===== src/rtl/sysctl_pkg.sv =====
package sysctl_pkg;
    // Geometry of the routed ports and lines
    parameter int NUM_PORTS      = 6;
    parameter int PINS_PER_PORT  = 16;
    parameter int NUM_LINES      = 16;
    parameter int SEL_BITS       = 4;
    parameter int PORTF_LAST_PIN = 10;
    // Field widths
    parameter int MEM_BITS  = 2;
    parameter int DMA_BITS  = 5;
    parameter int DRV_BITS  = 8;
    parameter int IR_BITS   = 2;
    parameter int LOCK_BITS = 3;
    parameter int DATA_W    = 32;

    localparam int LINES_PER_REG = 4;
    localparam int SEL_REGS      = NUM_LINES / LINES_PER_REG;
    localparam int SEL_REG_W     = LINES_PER_REG * SEL_BITS;
    localparam int LAST_PORT     = NUM_PORTS - 1;
    localparam int PIN_BUS_W     = NUM_PORTS * PINS_PER_PORT;

    // Register 0 field positions
    localparam int MEM_LSB = 0;
    localparam int DMA_LSB = MEM_LSB + MEM_BITS;
    localparam int DRV_LSB = 8;
    localparam int IR_LSB  = DRV_LSB + DRV_BITS;
    localparam logic [IR_BITS-1:0] IR_RESERVED = '1;

    // Word addresses
    localparam int A_CFG1 = 0;
    localparam int A_CFG2 = 1;
    localparam int A_SEL0 = 2;

    typedef struct packed {
        logic [MEM_BITS-1:0]            mem;
        logic [DMA_BITS-1:0]            dma;
        logic [DRV_BITS-1:0]            drv;
        logic [IR_BITS-1:0]             ir;
        logic [NUM_LINES*SEL_BITS-1:0]  sel;
        logic [LOCK_BITS-1:0]           lock;
    } cfg_t;
endpackage


===== src/rtl/sysctl_line_mux.sv =====
module sysctl_line_mux
    import sysctl_pkg::*;
#(
    parameter int LINE = 0
) (
    input  logic [SEL_BITS-1:0]  sel_i,
    input  logic [PIN_BUS_W-1:0] pins_i,
    output logic                 line_o
);
    // A port is usable for this line unless it is the short last port
    function automatic logic port_has_pin(input int p);
        return (p != LAST_PORT) || (LINE <= PORTF_LAST_PIN);
    endfunction

    always_comb begin
        line_o = 1'b0;
        for (int p = 0; p < NUM_PORTS; p++) begin
            if (sel_i == SEL_BITS'(p) && port_has_pin(p)) begin
                line_o = pins_i[p*PINS_PER_PORT + LINE];
            end
        end
    end
endmodule


===== src/rtl/sysctl_break.sv =====
module sysctl_break
    import sysctl_pkg::*;
(
    input  logic                 clk,
    input  logic                 rst_n,
    input  logic [LOCK_BITS-1:0] fault_i,
    input  logic [LOCK_BITS-1:0] en_i,
    output logic                 brk_o
);
    logic brk_d, brk_q;

    always_comb begin
        brk_d = |(fault_i & en_i);
        if (!rst_n) brk_d = 1'b0;
    end

    always_ff @(posedge clk) brk_q <= brk_d;

    assign brk_o = brk_q;
endmodule


===== src/rtl/sysctl_regs.sv =====
module sysctl_regs
    import sysctl_pkg::*;
#(
    parameter int ADDR_W = 3
) (
    input  logic                    clk,
    input  logic                    sys_rst_n,
    input  logic                    bus_rst_n,
    input  logic [MEM_BITS-1:0]     boot_mode_i,
    input  logic [ADDR_W-1:0]       bus_addr,
    input  logic                    bus_we,
    input  logic [DATA_W-1:0]       bus_wdata,
    output logic [DATA_W-1:0]       bus_rdata,
    input  logic [PIN_BUS_W-1:0]    port_pins_i,
    input  logic [LOCK_BITS-1:0]    fault_i,
    output logic                    brk_o,
    output logic [MEM_BITS-1:0]     mem_map_o,
    output logic [DMA_BITS-1:0]     dma_remap_o,
    output logic [DRV_BITS-1:0]     i2c_drive_o,
    output logic [IR_BITS-1:0]      ir_env_o,
    output logic [NUM_LINES-1:0]    irq_line_o
);
    cfg_t st_d, st_q;
    logic any_rst_n;

    assign any_rst_n = sys_rst_n & bus_rst_n;

    // Next-state logic, reset priority included
    always_comb begin
        st_d = st_q;
        if (!sys_rst_n) begin
            st_d     = '0;
            st_d.mem = boot_mode_i;
        end else if (!bus_rst_n) begin
            st_d.dma = '0;
            st_d.drv = '0;
            st_d.ir  = '0;
            st_d.sel = '0;
        end else if (bus_we) begin
            if (bus_addr == ADDR_W'(A_CFG1)) begin
                st_d.mem = bus_wdata[MEM_LSB +: MEM_BITS];
                st_d.dma = bus_wdata[DMA_LSB +: DMA_BITS];
                st_d.drv = bus_wdata[DRV_LSB +: DRV_BITS];
                if (bus_wdata[IR_LSB +: IR_BITS] != IR_RESERVED) begin
                    st_d.ir = bus_wdata[IR_LSB +: IR_BITS];
                end
            end else if (bus_addr == ADDR_W'(A_CFG2)) begin
                st_d.lock = st_q.lock | bus_wdata[LOCK_BITS-1:0];
            end else begin
                for (int r = 0; r < SEL_REGS; r++) begin
                    if (bus_addr == ADDR_W'(A_SEL0 + r)) begin
                        st_d.sel[r*SEL_REG_W +: SEL_REG_W] = bus_wdata[SEL_REG_W-1:0];
                    end
                end
            end
        end
    end

    always_ff @(posedge clk) st_q <= st_d;

    // Read multiplexer
    always_comb begin
        bus_rdata = '0;
        if (bus_addr == ADDR_W'(A_CFG1)) begin
            bus_rdata[MEM_LSB +: MEM_BITS] = st_q.mem;
            bus_rdata[DMA_LSB +: DMA_BITS] = st_q.dma;
            bus_rdata[DRV_LSB +: DRV_BITS] = st_q.drv;
            bus_rdata[IR_LSB  +: IR_BITS]  = st_q.ir;
        end else if (bus_addr == ADDR_W'(A_CFG2)) begin
            bus_rdata[LOCK_BITS-1:0] = st_q.lock;
        end else begin
            for (int r = 0; r < SEL_REGS; r++) begin
                if (bus_addr == ADDR_W'(A_SEL0 + r)) begin
                    bus_rdata[SEL_REG_W-1:0] = st_q.sel[r*SEL_REG_W +: SEL_REG_W];
                end
            end
        end
    end

    assign mem_map_o   = st_q.mem;
    assign dma_remap_o = st_q.dma;
    assign i2c_drive_o = st_q.drv;
    assign ir_env_o    = st_q.ir;

    // One multiplexer per interrupt line
    for (genvar n = 0; n < NUM_LINES; n++) begin : g_line
        sysctl_line_mux #(.LINE(n)) u_mux (
            .sel_i  (st_q.sel[n*SEL_BITS +: SEL_BITS]),
            .pins_i (port_pins_i),
            .line_o (irq_line_o[n])
        );
        if (n > PORTF_LAST_PIN) begin : g_short

            portf_high_line_low_chk: assert property (@(posedge clk) disable iff (!sys_rst_n)
                (st_q.sel[n*SEL_BITS +: SEL_BITS] == SEL_BITS'(LAST_PORT)) |-> !irq_line_o[n]);
        end
    end

    sysctl_break u_break (
        .clk     (clk),
        .rst_n   (any_rst_n),
        .fault_i (fault_i),
        .en_i    (st_q.lock),
        .brk_o   (brk_o)
    );


    mem_kept_on_bus_rst_chk: assert property (@(posedge clk) disable iff (!sys_rst_n)
        !bus_rst_n |=> $stable(mem_map_o));


    lock_kept_on_bus_rst_chk: assert property (@(posedge clk) disable iff (!sys_rst_n)
        !bus_rst_n |=> $stable(st_q.lock));


    lock_never_clears_chk: assert property (@(posedge clk) disable iff (!sys_rst_n)
        $past(sys_rst_n) |-> ((st_q.lock & $past(st_q.lock)) == $past(st_q.lock)));


    brk_has_cause_chk: assert property (@(posedge clk) disable iff (!any_rst_n)
        brk_o |-> $past(|(fault_i & st_q.lock)));


    ir_code_legal_chk: assert property (@(posedge clk) disable iff (!sys_rst_n)
        ir_env_o != IR_RESERVED);
endmodule


===== config.mk =====
export PLATFORM = sky130hd
export DESIGN_NAME = sysctl_regs
export DESIGN_NICKNAME = d
export VERILOG_FILES = /design/src/rtl/sysctl_pkg.sv /design/src/rtl/sysctl_line_mux.sv /design/src/rtl/sysctl_break.sv /design/src/rtl/sysctl_regs.sv
export SDC_FILE = /design/constraint.sdc
export NUM_CORES = 1
export LEC_CHECK = 0
export CAP_MARGIN = 25
export CORE_MARGIN = 1
export CORE_UTILIZATION = 45
export DETAILED_ROUTE_END_ITERATION = 10
export GPL_ROUTABILITY_DRIVEN = 0
export HOLD_SLACK_MARGIN = 0.06
export PLACE_DENSITY_LB_ADDON = 0.2
export SYNTH_ARGS = -nofsm -noshare
export SYNTH_HDL_FRONTEND = slang
export SYNTH_HIERARCHICAL = 1
export SYNTH_SLANG_ARGS = --single-unit
export TNS_END_PERCENT = 50

===== constraint.sdc =====
create_clock -name clk -period 5.83 [get_ports clk]
set_input_delay 1.749 -clock clk [delete_from_list [all_inputs] [get_ports clk]]
set_output_delay 1.749 -clock clk [all_outputs]
set_load 0.01 [all_outputs]

* Yosys cells after proc, flatten, opt, wreduce, memory -nomap -nowiden
Index checks and enable logic that the tools add are counted.
** Cells by class
- Equal/unequal tests :: 84
- Multiplexer cells :: 115
- Bitwise logic cells :: 5
- Reduce and logical (&&, ||, !) cells :: 27
** Operators with widths (number)
- 84-bit two-way mux :: 2
- 4-bit by 2-bit equality test with 1-bit output, second input constant :: 32
- 16-bit two-way mux :: 8
- 4-bit by 3-bit equality test with 1-bit output, second input constant :: 27
- 1-bit two-way mux :: 92
- 79-bit two-way mux :: 1
- 67-bit two-way mux :: 1
- 4-bit by 1-bit equality test with 1-bit output, second input constant :: 16
- 4-bit zero test :: 16
- 64-bit two-way mux :: 1
- 4-bit AND reduction :: 5
- 17-bit two-way mux :: 1
- 13-bit two-way mux :: 1
- 3-bit two-way mux :: 3
- 8-bit two-way mux :: 1
- 7-bit two-way mux :: 1
- 3-bit by 2-bit equality test with 1-bit output, second input constant :: 2
- 3-bit equality test, second input constant :: 2
- 2-bit two-way mux :: 3
- 2-bit by 1-bit inequality test with 1-bit output, second input constant :: 3
- 3-bit AND reduction :: 2
- 2-bit AND reduction :: 2
- 3-bit bitwise AND :: 1
- 3-bit by 1-bit equality test with 1-bit output, second input constant :: 1
- 6 further kinds :: 7
** Word-level totals
- Register bits after elaboration :: 85
- Input bits :: 140
- Output and inout bits :: 66
- Word-level logic and storage cells :: 241

* Depth between registers and ports, before layout
Gate-level depths: netlist of run 1.
- Depth after elaboration :: 7
- Gate-level depth with buffers :: 6
- Gate-level depth less buffers :: 3

* Cells and area by module
Netlist of run 1, hierarchy kept.
** By module, submodules not included
- sysctl_regs :: times used 1, cells each 502, area each 4047.6 sq um, seq. area each 1701.6 sq um
- sysctl_line_mux at g_line[0].u_mux ... :: times used 11, cells each 5, area each 53.8 sq um, seq. area each 0.0 sq um
- sysctl_line_mux at g_line[11].u_mux ... :: times used 5, cells each 9, area each 55.1 sq um, seq. area each 0.0 sq um
- sysctl_break :: times used 1, cells each 3, area each 36.3 sq um, seq. area each 20.0 sq um

* Least setup slack after synthesis of run 1
Ideal clock, no wire load.
- Path type :: input port to output port
- Start :: in bus_addr[0]
- End :: out bus_rdata[0]
- Arrival :: 2.790 ns
- Data required time :: 4.081 ns
- Slack :: 1.291 ns
- Stages on the path :: 6
- Buffers on the path :: 4
- Cells stage by stage :: buf_4 -> buf_2 -> buf_2 -> buf_4 -> a221oi_1 -> o21ai_0
** Between the ends
- Longest elaborated chain between the ends :: 7
- Elaborated cells on any way between the ends :: 12
- Those cells by class :: eq/ne: 5; mux: 6; reduce/logical: 1
** Ends and longest elaborated chain
- start: declaration :: RTL line sysctl_regs.sv:10 : input logic [ADDR_W-1:0] bus_addr,
- 3-bit by 2-bit equality test with 1-bit output :: RTL line sysctl_regs.sv:73 : if (bus_addr == ADDR_W'(A_SEL0 + r)) begin
- 16-bit two-way mux (4 in series) :: RTL line sysctl_regs.sv:73
- 3-bit two-way mux :: RTL line sysctl_regs.sv:69 : end else if (bus_addr == ADDR_W'(A_CFG2)) begin
- 7-bit two-way mux (*) :: RTL line sysctl_regs.sv:64 : if (bus_addr == ADDR_W'(A_CFG1)) begin
- end: declaration :: RTL line sysctl_regs.sv:13 : output logic [DATA_W-1:0] bus_rdata,
Mark *: on every way between the ends. The rest lies on a longest branch, timed or not.

* Worst setup path in the final report of run 1
- Start :: in bus_addr[1]
- End :: out bus_rdata[6]
** Between the ends
- Longest elaborated chain between the ends :: 7
- Elaborated cells on any way between the ends :: 12
- Those cells by class :: eq/ne: 5; mux: 6; reduce/logical: 1
** Ends and longest elaborated chain (RTL line)
- 3-bit by 2-bit equality test with 1-bit output :: sysctl_regs.sv:73
- 16-bit two-way mux (4 in series) :: sysctl_regs.sv:73
- 13-bit two-way mux :: sysctl_regs.sv:69
- 7-bit two-way mux (*) :: sysctl_regs.sv:64
Marked as above.

==> flow_metrics.env, run 1 <==
export IMPL_ff_latch_area_sq_mm=0.00172
export IMPL_fin_crit_ns=5.73
export IMPL_multi_input_area_sq_mm=0.00279
export IMPL_hold_path_class="reg2reg"
export IMPL_worstSetupEndpointType="output pin"
export IMPL_start_util_pct=47.1
export IMPL_critPathRequiredTime_ns=4.08
export IMPL_antenna_found_initial=1
export IMPL_vias=4910
export IMPL_drc=0
export IMPL_drtPass1Iterations=4
export IMPL_slew_headroom_pct=29.0
export IMPL_instances_no_fill=876
export IMPL_grt_use_total_pct=26.5
export IMPL_drt_iter0_markers=399
export IMPL_cts_setup_buffers=0
export IMPL_fin_nets=875
export IMPL_fillers=900
export IMPL_cts_tree="done"
export IMPL_layout_drive_gt1_share_pct=8.65
export IMPL_root_buffer="clkbuf_8"
export IMPL_syn_area_sq_mm=0.00495
export IMPL_yosysWarningCount=6
export IMPL_insertion_delay_ns=0.36
export IMPL_antennaDiodeCount=0
export IMPL_die_h_microns=107
export IMPL_synth_seq_cells=85
export IMPL_fin_tns_setup_ns=0
export IMPL_crit_arrival_ns=3.98
export IMPL_cts_buffers=9
export IMPL_grt_pass1_vias=4790
export IMPL_path_class="in2out"
export IMPL_drv_cap=0
export IMPL_core_area_sq_mm=0.0105
export IMPL_cp_max_fo=30
export IMPL_area_growth_pct=36.3
export IMPL_portBuffers=172
export IMPL_avgSynthCellArea_sq_um=8.18
export IMPL_synth_cells=605
export IMPL_ys_dominant_reg_cell="dfxtp_1"
export IMPL_start_kind="input pin"
export IMPL_async_flop_share_pct=0
export IMPL_holdWs_ns=0.480
export IMPL_drt_vias_per_instance=5.61
export IMPL_finalPower_mw=1.33
export IMPL_irDropWorstVdd_uv=139
export IMPL_rsz0062_at_grt="false"
export IMPL_floorplan_rows=37
export IMPL_final_util_pct=64.2
export IMPL_hold_viol=0
export IMPL_ant_nets=0
export IMPL_grt_start_max_net_pins=49
export IMPL_cts_resized=0
export IMPL_drt_wl_total_microns=14700
export IMPL_dp_hpwl_microns=11100
export IMPL_synth_edf_count=2
export IMPL_p_per_area_mw_per_mm2=197
export IMPL_leakage_nw=2.31
export IMPL_finalCritPeriodShare_pct=98.3
export IMPL_die_area_sq_mm=0.0114
export IMPL_slew_viol_final=0
export IMPL_clkSlewWorstSetupHoldPaths_ns=0.09
export IMPL_ios=206
export IMPL_hold_buffers=0
export IMPL_dp_cells=860
export IMPL_cts_htree_levels=3
export IMPL_setup_violations=0
export IMPL_clk_path_buf_depth=2
export IMPL_fmax_mhz=175
export IMPL_skew_ns=0.00575
export IMPL_status="finished, final reports clean"
export IMPL_yosysSeqAreaShare_pct=34.8
export IMPL_wl_per_cell_microns=16.8
export IMPL_grt_overflow_total=0
export IMPL_synth_cell_types=42
export IMPL_die_x_microns=107
export IMPL_numClockSinks=85
export IMPL_grt_pass1_wl_microns=23800
export IMPL_worst_pin_slew_ns=1.06
-- critical path, stage by stage --
cell	delay [ns]
clkdlybuf4s50_1	0.52
buf_12	0.21
and2_1	0.45
a2bb2oi_1	0.18
o22ai_1	0.27
clkdlybuf4s50_1	0.60
-- metrics by stage --
step                setup WS, ns  instance area (sq um)
floorplan                   1.29                   5000
global placement           0.173                   6500
detailed placement         0.132                   6500
CTS                        0.120                   6750
global route             0.00249                   6750
finish                     0.100                   6750
-- placed cells by master, fill, tap and decap left out, drive strengths merged, types with 4 or more instances in the layout --
cell type        n
o21ai            6
o31a             5
clkbuf          11
dfxtp           83
inv              9
and3b            6
mux2            12
o22ai           12
nor2b            6
a31oi            8
nor3b           16
a22o            11
a2bb2oi         12
nor4bb           4
mux4            11
conb            14
mux2i           30
buf              8
a21oi           83
nand2          166
nor3             7
nor2            17
clkdlybuf4s50  171
-- cell families (layout without fill, tap and decap cells) --
group	after synthesis	after routing	share of synthesized area [%]
and+or+nand+nor	241	241	23.6
AOI/OAI and AO/OA	143	143	17.8
buffers and inverters	82	204	9.98
muxes	53	53	13.8
DFF	85	85	34.8
other	1	14	0.0757
-- cell type report --
class                      count  share of cell area (%)
timing repair buffer         179                    26.4
multi-input combinational    451                    41.4
inverter                       9                   0.501
tap                          136                    2.52
sequential                    85                    25.5
clock inverter                 5                    1.59
clock buffer                  11                    2.09
-- routing by layer --
| layer | share of wire (%) | global-route usage, % | vias to the layer above |
|---|---|---|---|
| met5 | 0 | 0 | - |
| met3 | 9.5 | 4.32 | 23 |
| met2 | 46 | 42.1 | 252 |
| li1 | - | - | 2344 |
| met4 | 2.2 | 10.2 | 0 |
| met1 | 42 | 36.1 | 2291 |
-- sequential cells by signal (all words and copies together) (netlist names) --
register       flops
mem_map_o          2
st_q              67
u_break/brk_o      1
i2c_drive_o        8
dma_remap_o        5
ir_env_o           2
-- power by group --
part | internal [mW] | switching, mW
sequential | 0.588 | 0.00637
clock | 0.298 | 0.218
combinational | 0.129 | 0.0889
-- cells in the mapped netlist (9+ instances only) --
library cell,count,area share (%)
buf_4,37,5.6
nor2_1,16,1.2
nand2_1,161,12
clkbuf_1,13,0.99
o22ai_1,12,1.5
mux2i_1,30,6.1
inv_1,9,0.68
buf_2,16,1.6
a21oi_1,83,8.4
mux2_2,12,2.7
nor3b_1,16,2.4
mux4_2,11,5.0
dfxtp_1,83,34
a2bb2oi_1,12,2.1
a22o_1,11,1.9
-- path summary, 6_finish.rpt --
| check | cells past startpoint | from | slack (ns) | endpoint |
|---|---|---|---|---|
| min reg2reg | 2 | i2c_drive_o[2]$_SDFFE_PN0P_ | 0.48 | i2c_drive_o[2]$_SDFFE_PN0P_ |
| min | 2 | i2c_drive_o[2]$_SDFFE_PN0P_ | 0.48 | i2c_drive_o[2]$_SDFFE_PN0P_ |
| max reg2reg | 2 | st_q[0]$_SDFFE_PN0P_ | 4.84 | u_break/brk_o$_SDFF_PN0_ |
| max | 6 | bus_addr[1] | 0.10 | bus_rdata[6] |
(Power assumes the default switching activity.)
==> run 2: changes to the inputs <==
--- a/config.mk
+++ b/config.mk
@@ -11,7 +11,7 @@
 export DETAILED_ROUTE_END_ITERATION = 10
 export GPL_ROUTABILITY_DRIVEN = 0
 export HOLD_SLACK_MARGIN = 0.06
-export PLACE_DENSITY_LB_ADDON = 0.2
+export PLACE_DENSITY = 0.93
 export SYNTH_ARGS = -nofsm -noshare
 export SYNTH_HDL_FRONTEND = slang
 export SYNTH_HIERARCHICAL = 1
==> flow_metrics.env, run 2 (synthesized netlist as in run 1, its figures left out) <==
export IMPL_status="finished, final reports clean"
export IMPL_floorplan_rows=37
export IMPL_setup_violations=0
export IMPL_mostFrequentLayoutCell="clkdlybuf4s50_1"
export IMPL_core_area_sq_mm=0.0105
export IMPL_worstSetupEndpointType="output pin"
export IMPL_regMostFlops="st_q"
export IMPL_critical_path_buf_inv_count=3
export IMPL_die_x_microns=107
export IMPL_portBuffers=172
export IMPL_ios=206
export IMPL_wl_per_cell_microns=17.2
export IMPL_clkPwrFrac_pct=34.1
export IMPL_p_per_area_mw_per_mm2=184
export IMPL_final_cell_mix="clkdlybuf4s50_1 (171), nand2_1 (160), a21oi_1 (83), dfxtp_1 (83), mux2i_1 (30)"
export IMPL_cp_top_family="buffers and inverters"
export IMPL_pwr_share_seq_pct=48.2
export IMPL_vias=5063
export IMPL_largest_reg_flops=67
export IMPL_hold_buffers=0
export IMPL_power_internal_uw=919
export IMPL_grt_pass1_vias=4839
export IMPL_critPathMaxStageDelay_ns=0.58
export IMPL_drt_iter0_markers=386
export IMPL_worst_pin_slew_ns=1.02
export IMPL_critPathRequiredTime_ns=4.08
export IMPL_leakage_nw=2.28
export IMPL_p_sw_share_pct=25.5
export IMPL_pre_cts_slack_ns=0.299
export IMPL_multi_input_area_sq_mm=0.00279
export IMPL_insertion_delay_ns=0.35
export IMPL_antennaDiodeCount=0
export IMPL_cp_max_fo=17
export IMPL_cts_resized=0
export IMPL_start_util_pct=47.1
export IMPL_ff_latch_area_sq_mm=0.00172
export IMPL_drt_vias_per_instance=5.77
export IMPL_grt_use_total_pct=26.3
export IMPL_irDropWorstVdd_uv=140
export IMPL_crit_arrival_ns=3.83
export IMPL_start_kind="input pin"
export IMPL_root_buffer="clkbuf_8"
export IMPL_skew_ns=0.000624
export IMPL_power_switching_uw=315
export IMPL_slew_viol_final=0
export IMPL_drtPass1Iterations=5
export IMPL_clkSlewWorstSetupHoldPaths_ns=0.08
export IMPL_fillers=817
export IMPL_cts_setup_buffers=0
export IMPL_dp_hpwl_microns=11600
export IMPL_hold_viol=0
export IMPL_cts_buffers=9
export IMPL_clk_path_buf_depth=2
export IMPL_ant_nets=0
export IMPL_fin_tns_setup_ns=0
export IMPL_path_cells="clkdlybuf4s50_1 > buf_4 > nor3_1 > nand2_1 > o21ai_0 > clkdlybuf4s50_1"
export IMPL_cpMaxStageDelayCell="clkdlybuf4s50_1"
export IMPL_fmax_mhz=179
export IMPL_setup_ws_ns=0.254
export IMPL_final_util_pct=63.8
export IMPL_comb_power_share_pct=17.7
export IMPL_grt_start_max_net_pins=48
export IMPL_cts_tree="done"
export IMPL_grt_overflow_total=0
export IMPL_numClockSinks=85
export IMPL_path_common_cell="clkdlybuf4s50_1"
export IMPL_drc=0
export IMPL_drv_cap=0
export IMPL_rsz0062_at_grt="false"
export IMPL_slew_headroom_pct=31.4
export IMPL_die_h_microns=107
export IMPL_fin_crit_ns=5.58
export IMPL_antenna_found_initial=0
export IMPL_grt_pass1_wl_microns=23700
export IMPL_drt_wl_total_microns=15100
export IMPL_layout_drive_gt1_share_pct=8.89
export IMPL_finalCritPeriodShare_pct=95.6
export IMPL_hold_path_class="reg2reg"
export IMPL_fin_nets=877
export IMPL_die_area_sq_mm=0.0114
export IMPL_path_class="in2out"
export IMPL_area_growth_pct=35.3
export IMPL_cts_htree_levels=3
-- run 2: cell types whose count changed in the layout (fill, tap and decap cells not counted), sizes merged --
cell / delta
clkinvlp: +3
buf: +2
bufinv: -2
clkinv: -2
inv: +2
clkbuf: -1
-- run 2: worst paths after layout --
| kind | startpoint | to | slack [ns] | cells past startpoint |
|---|---|---|---|---|
| max reg2reg | st_q[0]$_SDFFE_PN0P_ | u_break/brk_o$_SDFF_PN0_ | 4.97 | 2 |
| min reg2reg | dma_remap_o[3]$_SDFFE_PN0P_ | dma_remap_o[3]$_SDFFE_PN0P_ | 0.48 | 2 |
| min | dma_remap_o[3]$_SDFFE_PN0P_ | dma_remap_o[3]$_SDFFE_PN0P_ | 0.48 | 2 |
| max | bus_addr[2] | bus_rdata[1] | 0.25 | 6 |
-- run 2: power by group through the flow --
stage / combinational, mW / clock, mW / sequential, mW
2_1_floorplan: 0.102 / 0 / 0.606
4_1_cts: 0.216 / 0.419 / 0.595
5_1_grt: 0.231 / 0.447 / 0.596
6_report: 0.218 / 0.420 / 0.595
3_3_place_gp: 0.210 / 0 / 0.608
3_5_place_dp: 0.215 / 0 / 0.609
-- run 2: layout make-up --
class                   instances  share of cell area, %
multi-input cells             451                   41.7
repair buffers                181                   26.6
inverters                       9                  0.504
flip-flops and latches         85                   25.7
clock inverters                 6                   1.05
clock buffers                  10                   1.90
well taps                     136                   2.54
-- run 2: per-stage QoR --
| stage | total power [mW] | cell area (sq um) | cells | hold WS [ns] |
|---|---|---|---|---|
| 2_1_floorplan | 0.709 | 5000 | 618 | 0.448 |
| 3_3_place_gp | 0.818 | 6500 | 862 | 0.458 |
| 3_5_place_dp | 0.824 | 6500 | 862 | 0.466 |
| 4_1_cts | 1.23 | 6700 | 878 | 0.478 |
| 5_1_grt | 1.27 | 6700 | 878 | 0.498 |
| 6_report | 1.23 | 6700 | 878 | 0.480 |
-- run 2: tightest hold or removal path, cell delays in order (launching register included) --
cell and delay (ns):
dfxtp_1 0.33, nand2_2 0.05, a21oi_1 0.05
-- run 2: layer usage --
metal	GRT usage, %	up-vias	part of all wire (%)
met1	32.3	2394	39
li1	-	2341	-
met3	4.07	50	8.1
met4	13.2	0	3.7
met5	0	-	0
met2	44.5	278	49
